==> config.mk <==
export PLATFORM = sky130hd
export DESIGN_NAME = edp_dispatch
export DESIGN_NICKNAME = d
export VERILOG_FILES = /design/src/rtl/edp_pkg.sv /design/src/rtl/edp_boundary_scan.sv /design/src/rtl/edp_lane_pack.sv /design/src/rtl/edp_dispatch.sv
export SDC_FILE = /design/constraint.sdc
export NUM_CORES = 2
export LEC_CHECK = 0
export BUFFER_PORTS_ARGS = -buffer_cell sky130_fd_sc_hd__buf_2
export CORE_ASPECT_RATIO = 1.2
export CORE_MARGIN = 4
export CORE_UTILIZATION = 28
export DETAILED_ROUTE_END_ITERATION = 7
export GPL_ROUTABILITY_DRIVEN = 0
export PLACE_DENSITY_LB_ADDON = 0.25
export SLEW_MARGIN = 15
export SYNTH_ARGS = -nofsm -noshare
export SYNTH_HDL_FRONTEND = slang
export SYNTH_SLANG_ARGS = --single-unit
==> constraint.sdc <==
create_clock -name clk -period 15.1 [get_ports clk]
set_input_delay 0.755 -clock clk [delete_from_list [all_inputs] [get_ports clk]]
set_output_delay 0.755 -clock clk [all_outputs]
set_load 0.005 [all_outputs]
==> src/rtl/edp_pkg.sv <==
package edp_pkg;
  // What the dispatcher does with the words at the read pointer
  typedef enum logic [1:0] {
    STEP_ISSUE = 2'd0,  // terminating slot found within budget
    STEP_CUT   = 2'd1,  // budget filled with chained slots
    STEP_CARRY = 2'd2   // fetch packet ran out while chaining
  } step_e;
endpackage

==> src/rtl/edp_boundary_scan.sv <==
module edp_boundary_scan #(
  parameter int LANES = 8,
  localparam int CW = $clog2(LANES + 1)
) (
  input  logic [LANES-1:0] chain,
  input  logic [CW-1:0]    ptr,
  input  logic [CW-1:0]    carry,
  output edp_pkg::step_e   step,
  output logic [CW-1:0]    take
);
  // Lanes still free once the held words are placed
  function automatic int budget_of(input int held);
    return LANES - held;
  endfunction

  always_comb begin
    int p;
    int b;
    int t;
    logic found;
    logic [LANES-1:0] sh;
    p = int'(ptr);
    b = budget_of(int'(carry));
    sh = chain >> p;
    t = 0;
    found = 1'b0;
    for (int j = 0; j < LANES; j++) begin
      if (!found && j < b && j < LANES - p) begin
        t = j + 1;
        found = !sh[j];
      end
    end
    if (found)
      step = edp_pkg::STEP_ISSUE;
    else if (p + b <= LANES)
      step = edp_pkg::STEP_CUT;
    else
      step = edp_pkg::STEP_CARRY;
    take = CW'(t);
  end
endmodule

==> src/rtl/edp_lane_pack.sv <==
module edp_lane_pack #(
  parameter int LANES = 8,
  parameter int IW = 32,
  localparam int CW = $clog2(LANES + 1),
  localparam int PW = LANES * IW
) (
  input  logic [PW-1:0]    bufv,
  input  logic [PW-1:0]    carryv,
  input  logic [CW-1:0]    ptr,
  input  logic [CW-1:0]    carry,
  input  logic [CW-1:0]    take,
  output logic [PW-1:0]    lanes,
  output logic [LANES-1:0] mask
);
  function automatic logic [PW-1:0] word_mask(input int n);
    logic [PW-1:0] m;
    m = '0;
    for (int i = 0; i < LANES; i++)
      if (i < n) m[i*IW +: IW] = '1;
    return m;
  endfunction

  function automatic logic [LANES-1:0] lane_mask(input int n);
    logic [LANES-1:0] m;
    for (int i = 0; i < LANES; i++) m[i] = (i < n);
    return m;
  endfunction

  always_comb begin
    int c;
    int t;
    int p;
    c = int'(carry);
    t = int'(take);
    p = int'(ptr);
    // held words stay in the low lanes; fresh slots slide in after them
    lanes = (carryv & word_mask(c)) |
            (((bufv >> (p * IW)) << (c * IW)) & word_mask(c + t));
    mask  = lane_mask(c + t);
  end
endmodule

==> src/rtl/edp_dispatch.sv <==
module edp_dispatch #(
  parameter int LANES = 8,
  parameter int IW = 32,
  localparam int CW = $clog2(LANES + 1),
  localparam int PW = LANES * IW
) (
  input  logic             clk,
  input  logic             rst_n,
  input  logic             flush,
  input  logic             fetch_valid,
  output logic             fetch_ready,
  input  logic [PW-1:0]    fetch_data,
  output logic             issue_valid,
  input  logic             issue_ready,
  output logic [LANES-1:0] issue_mask,
  output logic [PW-1:0]    issue_words,
  output logic             issue_overlen
);
  logic            have_q;
  logic [CW-1:0]   ptr_q;
  logic [CW-1:0]   carry_q;
  logic [PW-1:0]   bufv_q;
  logic [PW-1:0]   carryv_q;

  logic [LANES-1:0] chain_bits;
  edp_pkg::step_e   step;
  logic [CW-1:0]    take;
  logic [PW-1:0]    lanes;
  logic [LANES-1:0] lmask;
  logic [CW-1:0]    next_ptr;

  // named events, used by the bound checker
  logic ev_fetch;
  logic ev_issue;
  logic ev_carry;
  logic ev_last;

  for (genvar g = 0; g < LANES; g++) begin : g_chain
    assign chain_bits[g] = bufv_q[g*IW];
  end

  edp_boundary_scan #(.LANES(LANES)) u_scan (
    .chain (chain_bits),
    .ptr   (ptr_q),
    .carry (carry_q),
    .step  (step),
    .take  (take)
  );

  edp_lane_pack #(.LANES(LANES), .IW(IW)) u_pack (
    .bufv   (bufv_q),
    .carryv (carryv_q),
    .ptr    (ptr_q),
    .carry  (carry_q),
    .take   (take),
    .lanes  (lanes),
    .mask   (lmask)
  );

  assign fetch_ready   = !have_q && !flush;
  assign issue_valid   = have_q && !flush && (step != edp_pkg::STEP_CARRY);
  assign issue_mask    = issue_valid ? lmask : '0;
  assign issue_words   = lanes;
  assign issue_overlen = issue_valid && (step == edp_pkg::STEP_CUT);

  assign next_ptr = ptr_q + take;
  assign ev_fetch = fetch_valid && fetch_ready;
  assign ev_issue = issue_valid && issue_ready;
  assign ev_carry = have_q && !flush && (step == edp_pkg::STEP_CARRY);
  assign ev_last  = ev_issue && (next_ptr == CW'(LANES));

  always_ff @(posedge clk) begin
    if (!rst_n) begin
      have_q   <= 1'b0;
      ptr_q    <= '0;
      carry_q  <= '0;
      bufv_q   <= '0;
      carryv_q <= '0;
    end else if (flush) begin
      have_q  <= 1'b0;
      ptr_q   <= '0;
      carry_q <= '0;
    end else if (ev_fetch) begin
      bufv_q <= fetch_data;
      ptr_q  <= '0;
      have_q <= 1'b1;
    end else if (ev_carry) begin
      carryv_q <= lanes;
      carry_q  <= carry_q + take;
      ptr_q    <= '0;
      have_q   <= 1'b0;
    end else if (ev_issue) begin
      carry_q <= '0;
      if (ev_last) begin
        have_q <= 1'b0;
        ptr_q  <= '0;
      end else begin
        ptr_q <= next_ptr;
      end
    end
  end
endmodule

# [Yosys cells after proc, flatten, opt, wreduce, memory -nomap -nowiden]
# Index checks and enable logic that the tools add are counted.
# W data, S select, Z words.
[word_totals] word_cells=148 inputBits=261 register_bits=521 out_inout_bits=267
[op_classes] addsub=6 muxes=42 n_reduce_logical=49 shifts=3 eq_ne=4 bitwise_logic=6 order_cmp=33
[ops] cell="$and A256 B256 Y256" count=2
[ops] cell="$mux W32" count=16
[ops] cell="$lt A4 B32 Y1 const A" count=12
[ops] cell="$or A256 B256 Y256" count=1
[ops] cell="$shl A256 B9 Y256" count=1
[ops] cell="$shr A256 B9 Y256" count=1
[ops] cell="$lt A3 B32 Y1 const A" count=6
[ops] cell="$lt A1 B32 Y1 const A" count=3
[ops] cell="$lt A2 B32 Y1 const A" count=3
[ops] cell="$mux W4" count=9
[ops] cell="$add A5 B32 Y32" count=1
[ops] cell="$le A32 B5 Y1 const B" count=1
[ops] cell="$logic_and A1 B1 Y1" count=23
[ops] cell="$logic_not A1 Y1" count=17
[ops] cell="$lt A3 B4 Y1 const A" count=4
[ops] cell="$mux W1" count=13
[ops] cell="$sub A4 B4 Y5 const A" count=2
[ops] cell="$add A4 B4 Y4" count=2
[ops] cell="$lt A1 B4 Y1 const A" count=2
[ops] cell="$lt A2 B4 Y1 const A" count=2
[ops] cell="$mux W8" count=1
[ops] cell="$shr A8 B4 Y8" count=1
[ops] cell="$mux W2" count=3
[ops] cell="$reduce_and A2 Y1" count=3
[ops] cell="other kinds (11)" count=14

# [Depth between registers and ports, before layout]
[logic_depth] word_depth=41 depth_mapped=28 depth_no_buf=21

# [Hierarchy]
# From an unflattened synthesis, not the netlist that was laid out.
[hier_totals] cells_unflattened=4800 hier_area_um2=38122.8
[modules_own_cells] module="edp_dispatch" seq_area_each_um2=10430.0 n_inst=1 area_each_um2=19593.8 cells_each=2309
[modules_own_cells] module="edp_lane_pack" seq_area_each_um2=0.0 n_inst=1 area_each_um2=17377.9 cells_each=2327
[modules_own_cells] module="edp_boundary_scan" seq_area_each_um2=0.0 n_inst=1 area_each_um2=1151.1 cells_each=164

# [Worst setup path after synthesis]
# OpenSTA, ideal clock, no wires.
[synth_timing] kind="flip-flop to output port" startpoint="reg ptr_q[1]" endpoint="out issue_words[195]" n_path_buf=6 path_stages_with_launch=25 arrival_time_ps=6122 required_time_ps=14345 slack_ps=8223 cell_sequence="dfxtp_1 > buf_2 > buf_2 > buf_2 > buf_2 > clkinv_1 > clkbuf_1 > ha_1 > nand2b_1 > o21a_1 > o21a_1 > o2111a_1 > a211o_1 > nor4b_2 > nor2_1 > ha_1 > fa_1 > a21o_1 > a21oi_1 > nand2_1 > a31oi_1 > nor2_1 > clkbuf_1 > a22oi_1 > nand2_1"
[synth_between] elab_chain_len=37 word_cells_on_any_way=61 cone_classes="add/sub (2); order compare (9); shift (3); mux (16); bitwise (2); reduce/logical (29)"
[synth_lines] item="from (decl)" line_no="edp_dispatch.sv:20" source="logic [CW-1:0] ptr_q;"
[synth_lines] item="from (signal assigned)" line_no="edp_dispatch.sv:98" source="ptr_q <= next_ptr;"
[synth_lines] item="$sub A4 B4 Y5" line_no="edp_boundary_scan.sv:28" source="if (!found && j < b && j < LANES - p) begin"
[synth_lines] item="$lt A1 B32 Y1" line_no="edp_boundary_scan.sv:28"
[synth_lines] item="$logic_and A1 B1 Y1" line_no="edp_boundary_scan.sv:28"
[synth_lines] item="$mux W1" line_no="edp_boundary_scan.sv:28"
[synth_lines] item="$logic_not A1 Y1" line_no="edp_boundary_scan.sv:28"
[synth_lines] item="$logic_and A1 B1 Y1 (2 in series)" line_no="edp_boundary_scan.sv:28"
[synth_lines] item="$mux W1" line_no="edp_boundary_scan.sv:28"
[synth_lines] item="$logic_not A1 Y1" line_no="edp_boundary_scan.sv:28"
[synth_lines] item="[... 19 more ...]"
[synth_lines] item="$logic_not A1 Y1" line_no="edp_boundary_scan.sv:28"
[synth_lines] item="$logic_and A1 B1 Y1 (2 in series)" line_no="edp_boundary_scan.sv:28"
[synth_lines] item="$mux W4" line_no="edp_boundary_scan.sv:28"
[synth_lines] item="$add A4 B4 Y5" line_no="edp_lane_pack.sv:38" source="(((bufv >> (p * IW)) << (c * IW)) & word_mask(c + t));"
[synth_lines] item="$lt A4 B32 Y1" line_no="edp_lane_pack.sv:19" source="if (i < n) m[i*IW +: IW] = '1;"
[synth_lines] item="$mux W32" line_no="edp_lane_pack.sv:19"
[synth_lines] item="$and A256 B256 Y256 *" line_no="edp_lane_pack.sv:38"
[synth_lines] item="$or A256 B256 Y256 *" line_no="edp_lane_pack.sv:37" source="lanes = (carryv & word_mask(c)) |"
[synth_lines] item="to (decl)" line_no="edp_dispatch.sv:16" source="output logic [PW-1:0] issue_words,"
# Every way passes the cells marked *; elsewhere a longest branch is shown, timed or not.

# [Final worst setup path]
[layout_timing] startpoint="reg ptr_q[0]" endpoint="out issue_words[200]"
# The elaborated chain is that of the path after synthesis.

==> flow_metrics.py <==
metrics = {
    "clock_tree": {
        "htreeDepth": 3,
        "root_buffer": "clkbuf_16",
        "numCtsBuffers": 68,
        "post_cts_resized": 0,
        "clkLatencyLatePin_ns": 0.69,
        "clkSlewWorstSetupHoldPaths_ns": 0.06,
        "holdBufCountCts": 0,
        "cts_setup_buffers": 0,
        "cts_sinks": 521,
        "clk_path_buf_depth": 3,
        "cts_tree": "built",
    },
    "yosys": {
        "synth_cell_types": 73,
        "synthSimpleGateAreaFrac_pct": 26.2,
        "yosysWarnings": 0,
        "ys_async_sr_fraction_pct": 0,
        "synthCells": 4415,
        "synth_compound_area_share_pct": 23.9,
        "synth_xor_area_share_pct": 0.171,
        "synth_top_family_by_area": "simple AND/OR/NAND/NOR gates",
        "syn_area_per_cell_sq_um": 8.12,
        "synth-seq-area-share_pct": 29.1,
        "synth_fa_ha_area_share_pct": 1.11,
        "ys.flop_type": "dfxtp_1",
        "syn-num-nets": 4706,
        "muxShareOfSynthArea_pct": 13.9,
        "netlist_area_sq_um": 35800,
        "ys_ff_latch": 521,
        "synth_enable_flop_cells": 0,
    },
    "cells_and_area": {
        "fill_cells": 13600,
        "nets": 4965,
        "drive_above_1_share_pct": 23.9,
        "area_growth_syn_to_layout_pct": 15.9,
        "fin_area_sq_um": 41500,
        "fin_cells": 6399,
    },
    "place": {
        "dp_slack_ns": 7.21,
        "io_buffers": 527,
        "dpl_cell_area_sq_um": 39300,
        "dp.cells": 6268,
        "dp_hpwl_microns": 155000,
    },
    "floorplanning": {
        "die_w_microns": 335,
        "rows": 143,
        "die-area_sq_um": 134000,
        "dieHeight_microns": 400,
        "ios": 528,
        "start_util_pct": 28.3,
        "design.core.area_sq_um": 127000,
    },
    "global_routing": {
        "met1_usage_pct": 37.4,
        "grt_util_met2_pct": 40.4,
        "antenna_found_initial": 12,
        "grt_overflow": 0,
        "grt_pass1_wl_microns": 274000,
        "grt_max_degree": 207,
        "grt_use_total_pct": 28.7,
        "grt_pass1_vias": 34600,
        "met3_usage_pct": 8.18,
        "busiest_layer": "met2",
    },
    "sta": {
        "maxSlewHeadroom_pct": 7.87,
        "max_freq_ghz": 0.114,
        "fin_worst_skew_ns": 0.0578,
        "period_minus_slack_ns": 8.79,
        "hold_viol": 0,
        "rsz0062_at_grt": "no",
        "fin_crit_sh_pct": 58.2,
        "setup_tns_ns": 0,
        "setup-violations-final": 0,
        "finalWorstSetupSlack_ns": 6.31,
        "drv_slew": 0,
        "tightestPinTransition_ns": 1.38,
    },
    "pwr": {
        "irDropWorstVdd_mv": 0.0705,
        "p_leak_nw": 16.0,
        "totalPowerFinal_mw": 3.53,
        "power_density_nw_per_um2": 84.9,
    },
    "detailed_routing": {
        "drt-total-wl_microns": 202000,
        "postRouteAntennaNets": 0,
        "avgViaCountPerCell": 5.90,
        "drt_iter0_markers": 5833,
        "first_pass_iters": 8,
        "dr_total_vias": 37700,
        "drc": 0,
        "wl_per_cell_microns": 31.5,
    },
    "worst_setup_path": {
        "end_kind": "primary output",
        "crit_arrival_ns": 8.04,
        "crit_fanout": 142,
        "crit_required_ns": 14.35,
        "path_class": "reg2out",
        "regToRegSetupSlack_ns": 7.51,
        "cp-start-kind": "register",
    },
    "hold_path": {
        "hold_class": "in2reg",
    },
    "run_status": {
        "status": "completed",
    },
    "flow_run": {
        "drv_cap": 0,
    },
}
[logic make-up after synthesis]
kind of cell    count (synthesis)
fa+ha+maj                      30
buf+inv                       425
xor+xnor                        7
flops                         521
mux                           343
compound gates               1170
simple gates                 1919
[critical path, stage by stage, from the launching register on]
cell	delay (ns)
dfxtp_4	1.00
buf_12	0.75
nor2b_2	0.28
buf_4	0.41
o2bb2ai_1	0.21
a22o_1	0.24
a211oi_1	0.10
a211o_1	0.29
nor4b_2	0.59
nor2_1	0.25
ha_1	0.33
a21o_1	0.18
a21oi_1	0.16
xor2_1	0.16
nand2_1	0.09
buf_4	0.30
a31oi_2	0.11
buf_4	0.27
nor2_1	0.88
a22oi_1	0.20
nand2_1	0.17
buf_2	0.13
[flip-flops by register name, summed over array words and instances, names as in the netlist]
| register | cells |
|---|---|
| ptr_q | 4 |
| bufv_q | 256 |
| have_q | 1 |
| carryv_q | 256 |
| carry_q | 4 |
[per-layer routing]
| layer | share of wire (%) | vias to the layer above |
|---|---|---|
| met2 | 40 | 2605 |
| met3 | 11 | 488 |
| met5 | 0.014 | - |
| met4 | 8.6 | 4 |
| met1 | 40 | 18300 |
| li1 | - | 16300 |
[final cells by class]
cell class / instances / area (sq um) / share of cell area [%]
multi-input cells: 3469 / 23500 / 56.6
clock inverters: 22 / 210 / 0.506
well taps: 1667 / 2090 / 5.02
clock buffers: 100 / 2020 / 4.85
flip-flops and latches: 521 / 10400 / 25.1
diodes: 6 / 15.0 / 0.0361
repair buffers: 597 / 3210 / 7.73
inverters: 17 / 65.1 / 0.157
[synthesized netlist by cell type, types with 14 or more instances]
cell / n / area, sq um
or3_1: 28 / 175
dfxtp_1: 521 / 10400
buf_6: 42 / 473
nor3b_2: 208 / 2600
o21ai_0: 174 / 871
o22ai_1: 58 / 363
o211ai_1: 24 / 180
a221o_1: 45 / 450
buf_1: 30 / 113
mux2_2: 55 / 619
nand3_1: 24 / 120
nand2_1: 906 / 3400
o221ai_1: 44 / 385
mux2i_1: 170 / 1700
a21boi_0: 272 / 2040
clkbuf_1: 282 / 1060
a32o_1: 16 / 160
ha_1: 27 / 338
nor2_1: 638 / 2390
nand2b_1: 35 / 219
a2bb2oi_1: 20 / 175
nor3_1: 36 / 180
a22o_1: 115 / 1010
a21boi_1: 31 / 233
buf_2: 40 / 200
a211oi_1: 29 / 218
a21oi_1: 95 / 475
a21o_1: 26 / 195
a22oi_1: 103 / 773
a211o_1: 14 / 123
o2bb2ai_1: 25 / 219
mux4_2: 118 / 2660
[metrics by stage]
step / hold slack (ns) / util, %
after floorplan: 0.435 / -
after global placement: 0.441 / 30.9
after detailed placement: 0.445 / 31.0
after CTS: 0.277 / 32.7
after global routing: 0.331 / 32.7
final: 0.347 / 32.8
[power by group]
group	switching, mW	internal [mW]	leakage [nW]
clock network	0.691	0.964	1.09
logic	0.262	0.139	10.7
registers	0.0655	1.41	4.23
[cells in the final DEF (no fill, tap or decap), types with 31 or more instances in the layout]
cell,n
a21oi_1,94
nor3_1,36
nor2_1,629
buf_4,66
mux2_2,55
o22ai_1,58
o221ai_1,44
a221o_1,45
a21boi_0,272
clkbuf_16,71
a22oi_1,103
nand2_1,905
mux4_2,118
dfxtp_1,514
mux2i_1,170
buf_2,526
a21boi_1,31
nor3b_2,208
o21ai_0,169
nand2b_1,35
a22o_1,115
[final timing paths]
check / startpoint / end / cells past startpoint
max: ptr_q[0]$_SDFFE_PP0P_ / issue_words[200] / 21
min: fetch_data[146] / bufv_q[146]$_SDFFE_PN0P_ / 3
max reg2reg: ptr_q[0]$_SDFFE_PP0P_ / carryv_q[222]$_SDFFE_PN0P_ / 21
min reg2reg: carryv_q[198]$_SDFFE_PN0P_ / carryv_q[198]$_SDFFE_PN0P_ / 2
No activity file was read; power rests on OpenSTA's default activity.
